<file path="config.mk">
export PLATFORM = sky130hd
export DESIGN_NAME = pc_target_unit
export DESIGN_NICKNAME = d
export VERILOG_FILES = /design/src/rtl/pct_pkg.sv /design/src/rtl/pct_adder.sv /design/src/rtl/pct_decode.sv /design/src/rtl/pct_select.sv /design/src/rtl/pc_target_unit.sv
export SDC_FILE = /design/constraint.sdc
export NUM_CORES = 1
export LEC_CHECK = 0
export BUFFER_PORTS_ARGS = -buffer_cell sky130_fd_sc_hd__buf_2
export CORE_UTILIZATION = 56
export CTS_CLUSTER_SIZE = 40
export DETAILED_ROUTE_END_ITERATION = 6
export PLACE_DENSITY = 0.82
export SLEW_MARGIN = 20
export SYNTH_ARGS = -nofsm -noshare
export SYNTH_HDL_FRONTEND = slang
export SYNTH_HIERARCHICAL = 1
export SYNTH_SLANG_ARGS = --single-unit
</file>
<file path="constraint.sdc">
create_clock -name clk -period 4.2 [get_ports clk]
set_clock_uncertainty 0.15 [all_clocks]
set_input_delay 0.63 -clock clk [delete_from_list [all_inputs] [get_ports clk]]
set_output_delay 0.63 -clock clk [all_outputs]
set_load 0.05 [all_outputs]
</file>
<file path="src/rtl/pct_pkg.sv">
package pct_pkg;

  localparam int ADDR_W = 16;
  localparam int BYTE_W = 8;
  localparam int LEN_W  = 2;

  typedef enum logic [2:0] {
    FLOW_SEQ    = 3'd0,
    FLOW_REL    = 3'd1,
    FLOW_COND   = 3'd2,
    FLOW_PAGE   = 3'd3,
    FLOW_LONG   = 3'd4,
    FLOW_IND    = 3'd5,
    FLOW_LUT_DP = 3'd6,
    FLOW_LUT_PC = 3'd7
  } flow_e;

endpackage

</file>
<file path="src/rtl/pct_adder.sv">
module pct_adder #(
  parameter int AW   = 16,
  parameter int BW   = 8,
  parameter bit SEXT = 1'b0
) (
  input  logic [AW-1:0] base,
  input  logic [BW-1:0] inc,
  output logic [AW-1:0] sum
);

  localparam int PAD = AW - BW;

  logic [AW-1:0] inc_ext;

  generate
    if (SEXT) begin : g_signed
      assign inc_ext = {{PAD{inc[BW-1]}}, inc};
    end else begin : g_unsigned
      assign inc_ext = {{PAD{1'b0}}, inc};
    end
  endgenerate

  // Keeping only AW bits is what makes the sum wrap modulo 2^AW.
  assign sum = base + inc_ext;

endmodule

</file>
<file path="src/rtl/pct_decode.sv">
module pct_decode
  import pct_pkg::*;
#(
  parameter int BW = pct_pkg::BYTE_W
) (
  input  logic [BW-1:0] opcode,
  output flow_e         flow
);

  always_comb begin
    flow = FLOW_SEQ;
    if (opcode[4:0] == 5'b00001 || opcode[4:0] == 5'b10001) begin
      flow = FLOW_PAGE;
    end else begin
      unique casez (opcode)
        8'h02, 8'h12:                   flow = FLOW_LONG;
        8'h80:                          flow = FLOW_REL;
        8'h10, 8'h20, 8'h30, 8'h40,
        8'h50, 8'h60, 8'h70:            flow = FLOW_COND;
        8'hB4, 8'hB5, 8'hB6, 8'hB7:     flow = FLOW_COND;
        8'b1011_1???:                   flow = FLOW_COND;
        8'hD5, 8'b1101_1???:            flow = FLOW_COND;
        8'h73:                          flow = FLOW_IND;
        8'h93:                          flow = FLOW_LUT_DP;
        8'h83:                          flow = FLOW_LUT_PC;
        default:                        flow = FLOW_SEQ;
      endcase
    end
  end

endmodule

</file>
<file path="src/rtl/pct_select.sv">
module pct_select
  import pct_pkg::*;
#(
  parameter int AW = pct_pkg::ADDR_W,
  parameter int BW = pct_pkg::BYTE_W,
  parameter int LW = pct_pkg::LEN_W
) (
  input  flow_e         flow,
  input  logic [AW-1:0] cur_pc,
  input  logic [LW-1:0] ins_len,
  input  logic [BW-1:0] opcode,
  input  logic [BW-1:0] opnd1,
  input  logic [BW-1:0] opnd2,
  input  logic [BW-1:0] acc,
  input  logic [AW-1:0] dptr,
  input  logic          cond_taken,
  output logic [AW-1:0] fall_pc,
  output logic [AW-1:0] pc_nxt,
  output logic [AW-1:0] lut_nxt,
  output logic          lut_req
);

  localparam int PAGE_W = 11;
  localparam int HI_W   = AW - PAGE_W;
  localparam int OPB_W  = PAGE_W - BW;

  logic [BW-1:0] rel_off;
  logic [AW-1:0] rel_pc;
  logic [AW-1:0] acc_dp;
  logic [AW-1:0] acc_pc;
  logic [AW-1:0] page_pc;

  pct_adder #(.AW(AW), .BW(LW), .SEXT(1'b0)) u_fall (
    .base(cur_pc), .inc(ins_len), .sum(fall_pc)
  );

  // The offset is always the last operand byte of the instruction.
  assign rel_off = (ins_len == LW'(3)) ? opnd2 : opnd1;

  pct_adder #(.AW(AW), .BW(BW), .SEXT(1'b1)) u_rel (
    .base(fall_pc), .inc(rel_off), .sum(rel_pc)
  );

  pct_adder #(.AW(AW), .BW(BW), .SEXT(1'b0)) u_accdp (
    .base(dptr), .inc(acc), .sum(acc_dp)
  );

  pct_adder #(.AW(AW), .BW(BW), .SEXT(1'b0)) u_accpc (
    .base(fall_pc), .inc(acc), .sum(acc_pc)
  );

  assign page_pc = {fall_pc[AW-1 -: HI_W], opcode[BW-1 -: OPB_W], opnd1};

  always_comb begin
    pc_nxt  = fall_pc;
    lut_nxt = acc_dp;
    lut_req = 1'b0;
    unique case (flow)
      FLOW_REL:    pc_nxt = rel_pc;
      FLOW_COND:   pc_nxt = cond_taken ? rel_pc : fall_pc;
      FLOW_PAGE:   pc_nxt = page_pc;
      FLOW_LONG:   pc_nxt = {opnd1, opnd2};
      FLOW_IND:    pc_nxt = acc_dp;
      FLOW_LUT_DP: begin lut_nxt = acc_dp; lut_req = 1'b1; end
      FLOW_LUT_PC: begin lut_nxt = acc_pc; lut_req = 1'b1; end
      default:     pc_nxt = fall_pc;
    endcase
  end

endmodule

</file>
<file path="src/rtl/pc_target_unit.sv">
module pc_target_unit
  import pct_pkg::*;
#(
  parameter int AW = pct_pkg::ADDR_W,
  parameter int BW = pct_pkg::BYTE_W,
  parameter int LW = pct_pkg::LEN_W
) (
  input  logic          clk,
  input  logic          rst,
  input  logic          in_valid,
  input  logic [AW-1:0] cur_pc,
  input  logic [LW-1:0] ins_len,
  input  logic [BW-1:0] opcode,
  input  logic [BW-1:0] opnd1,
  input  logic [BW-1:0] opnd2,
  input  logic [BW-1:0] acc,
  input  logic [AW-1:0] dptr,
  input  logic          cond_taken,
  output logic          out_valid,
  output logic [AW-1:0] next_pc,
  output logic          lut_en,
  output logic [AW-1:0] lut_addr
);

  flow_e         flow;
  logic [AW-1:0] fall_pc;
  logic [AW-1:0] pc_nxt;
  logic [AW-1:0] lut_nxt;
  logic          lut_req;

  pct_decode #(.BW(BW)) u_dec (
    .opcode(opcode), .flow(flow)
  );

  pct_select #(.AW(AW), .BW(BW), .LW(LW)) u_sel (
    .flow(flow), .cur_pc(cur_pc), .ins_len(ins_len), .opcode(opcode),
    .opnd1(opnd1), .opnd2(opnd2), .acc(acc), .dptr(dptr),
    .cond_taken(cond_taken), .fall_pc(fall_pc), .pc_nxt(pc_nxt),
    .lut_nxt(lut_nxt), .lut_req(lut_req)
  );

  always_ff @(posedge clk) begin
    if (rst) begin
      out_valid <= 1'b0;
      lut_en    <= 1'b0;
      next_pc   <= '0;
      lut_addr  <= '0;
    end else begin
      out_valid <= in_valid;
      lut_en    <= in_valid & lut_req;
      if (in_valid) begin
        next_pc <= pc_nxt;
        if (lut_req) lut_addr <= lut_nxt;
      end
    end
  end

  AST_VALID_FOLLOWS: assert property (@(posedge clk) disable iff (rst)
    !rst |=> (out_valid == $past(in_valid)));

  AST_IDLE_HOLDS: assert property (@(posedge clk) disable iff (rst)
    (!rst && !in_valid) |=> ($stable(next_pc) && $stable(lut_addr) && !lut_en));

  AST_PAGE_UPPER: assert property (@(posedge clk) disable iff (rst)
    (in_valid && flow == FLOW_PAGE) |=> (next_pc[AW-1:11] == $past(fall_pc[AW-1:11])));

  AST_LONG_DEST: assert property (@(posedge clk) disable iff (rst)
    (in_valid && flow == FLOW_LONG) |=> (next_pc == {$past(opnd1), $past(opnd2)}));

  AST_LUT_DPTR: assert property (@(posedge clk) disable iff (rst)
    (in_valid && flow == FLOW_LUT_DP) |=>
      (lut_en && lut_addr == $past(dptr) + {{(AW-BW){1'b0}}, $past(acc)}));

  AST_SEQ_ADV: assert property (@(posedge clk) disable iff (rst)
    (in_valid && flow == FLOW_SEQ) |=>
      (next_pc == $past(cur_pc) + {{(AW-LW){1'b0}}, $past(ins_len)}));

endmodule

</file>
### After elaboration in Yosys (flattened, before gate mapping)

Cells that the tools add are included.

| operators by class | value |
|---|---|
| $add $sub $neg | 4 |
| equality and inequality tests | 30 |
| muxes and demuxes | 7 |
| bitwise gates (word level) | 1 |
| reduce and logical (&&, ||, !) cells | 5 |

Operators with widths:

| cell | count |
|---|---|
| case mux 16 bit (5 select lines) | 1 |
| equality test 8 bit, second input constant | 8 |
| equality test 8 x 7 -> 1 bit, second input constant | 5 |
| adder 16 x 8 -> 16 bit | 2 |
| two-way mux 16 bit | 2 |
| case mux 3 bit (6 select lines) | 1 |
| adder 16 bit | 1 |
| adder 16 x 2 -> 16 bit | 1 |
| equality test 8 x 5 -> 1 bit, second input constant | 2 |
| equality test 8 x 6 -> 1 bit, second input constant | 2 |
| equality test 5 bit, second input constant | 3 |
| OR reduction 14 bit | 1 |
| equality test 3 bit, second input constant | 4 |
| equality test 8 x 2 -> 1 bit, second input constant | 1 |
| two-way mux 8 bit | 1 |
| equality test 3 x 2 -> 1 bit, second input constant | 2 |
| equality test 5 x 1 -> 1 bit, second input constant | 1 |
| OR reduction 2 bit | 2 |
| equality test 3 x 1 -> 1 bit, second input constant | 1 |
| two-way mux 3 bit | 1 |
| equality test 2 bit, second input constant | 1 |
| AND reduction 2 bit | 1 |
| AND 1 bit | 1 |
| logical OR 1 bit | 1 |
| two-way mux 1 bit | 1 |

| word-level totals | value |
|---|---|
| flip-flop bits (word level) | 34 |
| word-level logic and storage cells | 51 |

### Logic depth before layout (Yosys ltp)

| logic depth | value |
|---|---|
| depth after elaboration | 8 |
| mapped depth | 16 |
| gate-level depth less buffers | 16 |

### Modules after synthesis

The synthesis kept the hierarchy.

By module, submodules not included:

| module | times used | cells each | area each (sq um) |
|---|---|---|---|
| pc_target_unit | 1 | 131 | 1,398.8 |
| pct_select | 1 | 155 | 1,139.8 |
| pct_adder (u_sel.u_rel) | 1 | 98 | 724.4 |
| pct_adder (u_sel.u_accdp) | 1 | 70 | 511.7 |
| pct_adder (u_sel.u_accpc) | 1 | 62 | 490.5 |
| pct_adder (u_sel.u_fall) | 1 | 44 | 335.3 |
| pct_decode | 1 | 21 | 123.9 |

### Worst setup path before layout

OpenSTA, ideal clock, no wires.

| timing | value |
|---|---|
| path type | input -> register |
| start | input cur_pc[0] |
| end | register next_pc[12] |
| data arrival time | 3,661 ps |
| data required time | 3,931 ps |
| setup slack | 270 ps |
| stages | 15 |
| buffers on the path | 0 |
| path through | ha_1 inv_1 fa_1 nor3_1 nand3_1 xnor2_1 ha_1 nand3_1 o21ai_0 o41ai_2 xnor2_1 a22oi_1 o21ai_0 mux2i_1 nor2_1 |

| between the ends | value |
|---|---|
| longest elaborated chain between the ends | 4 |

RTL lines:

| item | line | text |
|---|---|---|
| from (decl) | pc_target_unit.sv:11 | `input logic [AW-1:0] cur_pc,` |
| adder 16 x 2 -> 16 bit (*) | pct_adder.sv:24 | `assign sum = base + inc_ext;` |
| via fall_pc[8] | pc_target_unit.sv:26 | `logic [AW-1:0] fall_pc;` |
| adder 16 bit (*) | pct_adder.sv:24 |  |
| via u_sel.rel_pc[12] | pct_select.sv:28 | `logic [AW-1:0] rel_pc;` |
| two-way mux 16 bit | pct_select.sv:60 | `FLOW_COND: pc_nxt = cond_taken ? rel_pc : fall_pc;` |
| case mux 16 bit (5 select lines) (*) | pct_select.sv:58 | `unique case (flow)` |
| via pc_nxt[12] | pc_target_unit.sv:27 | `logic [AW-1:0] pc_nxt;` |
| to (signal assigned) | pc_target_unit.sv:52 | `next_pc <= pc_nxt;` |
| to (decl) | pc_target_unit.sv:20 | `output logic [AW-1:0] next_pc,` |

Mark *: on every way through the listed nets, which the timed path passes. The rest lies on a longest branch.
A chain may end at the register's enable or synchronous reset.

### Final worst setup path

| timing | value |
|---|---|
| start | input ins_len[0] |
| end | register next_pc[12] |

| between the ends | value |
|---|---|
| elaborated cells between the ends (all ways) | 6 |
| classes of those cells | add/sub: 2; eq/ne: 1; mux: 3 |

RTL lines:

| item | line | text |
|---|---|---|
| from (decl) | pc_target_unit.sv:12 | `input logic [LW-1:0] ins_len,` |
| adder 16 x 2 -> 16 bit (*) | pct_adder.sv:24 |  |
| via fall_pc[8] | pc_target_unit.sv:26 |  |
| adder 16 bit (*) | pct_adder.sv:24 |  |
| via u_sel.rel_pc[12] | pct_select.sv:28 |  |
| two-way mux 16 bit | pct_select.sv:60 |  |
| case mux 16 bit (5 select lines) (*) | pct_select.sv:58 |  |
| via pc_nxt[12] | pc_target_unit.sv:27 |  |

Marked as above.

==> results.md <==
- Status: finished, final reports clean
- Cell Area, Synth: 4720 µm²
- Post-CTS sizing: 0
- Async set or reset register ratio after synthesis: 0%
- Hold crit path type: reg -> reg
- Placed cell count: 784
- Hold_sp: next_pc[3]$_SDFFE_PP0P_
- Main synth FF type: dfxtp_1
- Unique masters post-synth: 68
- Setup TNS: 0 ps
- Worst-case clock buffer depth: 2
- Worst path arrival time: 4000 ps
- Post-synth EDFFs: 0
- Diode count: 0
- Post-DR wirelength/cell: 17.9 µm
- Crit path largest cell delay: 470 ps
- Full die area: 8810 µm²
- RR Endpoint: lut_addr[8]$_SDFFE_PP0P_
- Compound-Gate Fraction of Synth Area: 29.6%
- Yosys top cell area share: 14.4%
- Synth warnings: 6
- First-pass GRT wire length: 21900 µm
- Hold endpoint: next_pc[3]$_SDFFE_PP0P_
- Number of placement rows: 33
- Clock tree sinks: 34
- Fmax: 0.255 GHz
- Crit path max-delay cell type: fa_1
- Sw Ratio: 43.3%
- Total internal power: 0.000762 W
- Post-synthesis cell count: 581
- Reg2Reg Depth: 2
- Worst VDD drop: 0.292 mV
- Slew of the pin with the lowest slew margin: 976 ps
- DRT antenna net count: 0
- Clock-pin slew on the worst setup and hold paths: 70 ps
- CTS tree: yes
- PortBufs: 103
- H-tree depth: 2
- Fillers: 746
- Largest net degree at the start of global routing: 51
- Leading area contributor after synthesis: dfxtp_1
- Final global-route overflow total: 0
- Die W: 93.9 µm
- Cts bufs inserted: 5
- CTS root buf: clkbuf_8
- Initial antenna violation count: 0
- Util after Layout: 66.5%
- Drt total wl: 14200 µm
- Starting density of the core: 57.8%
- Post-DP HPWL: 11300 µm
- P_sw: 0.000583 W
- Post-Synth Simple-Gate Area: 18.2%
- WHS: 350 ps
- Final setup fails: 0
- Area Growth Syn to Fin: 15.1%
- Unrepaired setup endpoints after global routing: false
- Final hold viol count: 0
- P per Cell Area: 247 nW/µm²
- Crit path cell chain: buf_2 > ha_1 > inv_1 > fa_1 > nor3_1 > nand3_1 > xnor2_1 > ha_1 > nand3_1 > o21ai_0 > o41ai_2 > xnor2_1 > a22oi_1 > o21ai_0 > mux2i_1 > nor2_1
- Critical path launch point type: input pin
- RePlAce Congestion: 0.962
- Slew margin rel.: 34.9%
- Clock Power Share: 18.3%
- CP max FO: 4
- Leakage: 2.41 nW
- Die height: 93.9 µm
- Post-Synth Adder-Cell Area: 10.7%
- Avg Vias per Cell: 6.19
- Crit path launch: ins_len[0]
- Synth Register Bits: 34
- DR iter-0 viols: 350
- Max Cap Viol: 0
- Final period utilization: 93.4%
- Routed via count: 4912
- Setup Slack @ Placement: -35.5 ps
- Ranking of synthesized cells by area: dfxtp_1 14%, ha_1 9.0%, mux2_2 6.9%, xnor2_1 6.1%, a21oi_1 5.7%
- FF-to-FF Start: lut_addr[8]$_SDFFE_PP0P_
- TritonRoute pass-1 iters: 5
- Worst setup margin: 276 ps
- Core area: 8180 µm²
- Tmin final: 3920 ps
- CP bufs+invs: 2
- Hold buffers post-CTS: 0
- IO Pins: 104
- Gate power share: 55.9%
- DR DRC count: 0
- Largest family of logic cells by synthesized area: compound AO/OA/AOI/OAI gates
- Hold depth: 2
- Area of the multi-input gates: 3750 µm²
- Post CTS Setup Buffer Count: 0
- Latest clock arrival within the worst-skew pair: 290 ps
- Nets: 795
- Mux contribution to synthesized area: 10.7%
- Layout Cells excl Fill: 793
- R2R setup slack: 3290 ps
- GRT Overall Usage: 32.0%
- Crit path max-delay family: adder cells
- Xor and xnor area share after synthesis: 10.0%
- Net count after synthesis: 689
- Number of global-route vias before repair: 4502
- Seq/Total Area, Yosys: 14.4%
- Mean Syn Cell Area: 8.13 µm²
- Part of the power in registers: 25.8%
- Register area: 681 µm²
- Slew Limit Fails: 0
- Share of cells above drive strength 1: 29.7%
- Critical Path RT: 4270 ps
- Element type at the critical path end: flop
- WS Path Type: in -> reg
[logic make-up (layout without fill, tap and decap cells)]
kind of cell    count (synthesis)  count (layout)
xor+xnor                       54              54
compound gates                190             190
simple gates                  169             169
flops                          34              34
mux                            47              47
buf+inv                        49             156
fa+ha+maj                      38              38
[sequential cells by signal, summed over array words and instances (netlist names)]
register / count
lut_en: 1
lut_addr: 16
out_valid: 1
next_pc: 16
[placed cells by master, fill, tap and decap left out, drive strengths merged, types with 8 or more instances in the layout]
| cell | n |
|---|---|
| xor2 | 21 |
| o22a | 10 |
| nand3 | 36 |
| a21bo | 16 |
| nor3 | 8 |
| nor2 | 44 |
| a211oi | 18 |
| mux2 | 29 |
| nor2b | 9 |
| buf | 130 |
| a221oi | 12 |
| inv | 18 |
| mux2i | 18 |
| nand2 | 45 |
| a21oi | 69 |
| ha | 34 |
| o21ai | 21 |
| dfxtp | 34 |
| xnor2 | 33 |
[cell usage after synthesis (3+ instances only)]
cell       number
a211oi_1       18
nor2_1         44
a22oi_1         5
nand4_1         4
nor3_1          7
dfxtp_1        34
o21bai_1        3
o22a_1         10
inv_1          18
buf_2           7
a21oi_2        15
nand2_1        44
mux2i_1        18
buf_4           4
or2_2           3
fa_1            4
nand3_1        36
o21ai_0        20
a21oi_1        54
mux2_2         29
o2111ai_1       3
and3_1          4
buf_6          12
a221oi_1       12
xor2_1         21
a21o_1          5
nor2b_1         8
nand2b_1        4
xnor2_1        33
a21bo_1        16
clkbuf_1        7
o211ai_1        4
ha_1           34
a31oi_1         3
[worst register-to-register path: stages (launching register included)]
cell and delay [ps]:
dfxtp_1 340, a21bo_1 220, a21oi_2 140
[metrics by stage]
stage          power (W)  instance area, µm²
2_1_floorplan   0.000871                4720
4_1_cts          0.00134                5430
3_3_place_gp     0.00107                5340
3_5_place_dp     0.00109                5340
5_1_grt          0.00142                5440
6_report         0.00134                5440
[routing by layer]
metal	wire, µm	GRT usage [%]	part of all wire (%)	vias to the layer above
met4	401	10.8	2.8	0
li1	-	-	-	2366
met5	0	0	0	-
met3	1020	3.64	7.2	38
met1	6230	43.1	44	2277
met2	6510	52.8	46	231
[final cells by class]
cell class                      count  share of cell area, %
Multi-Input combinational cell    498                   68.9
Timing Repair Buffer              130                   13.2
Sequential cell                    34                   12.5
Tap cell                          105                   2.42
Clock buffer                        7                   1.59
Inverter                           18                   1.24
Clock inverter                      1                 0.0920
[worst max-delay path by stage]
stage,endpoint,slack (ps),depth (start not counted)
finish,next_pc[12]$_SDFFE_PP0P_,280,16
global route,next_pc[14]$_SDFFE_PP0P_,60,15
CTS,next_pc[9]$_SDFFE_PP0P_,240,16
global placement,next_pc[9]$_SDFFE_PP0P_,50,16
floorplan,next_pc[12]$_SDFFE_PP0P_,270,15
detailed placement,next_pc[9]$_SDFFE_PP0P_,-40,16
[power by group through the flow]
stage,sequential (W),clock [W],combinational [W]
after floorplan,0.000406,0,0.000465
after global placement,0.000353,0,0.000716
after detailed placement,0.000353,0,0.000733
after CTS,0.000346,0.000254,0.000738
after global routing,0.000348,0.000268,0.000807
final,0.000346,0.000247,0.000752
No activity file was read; power rests on OpenSTA's default activity.
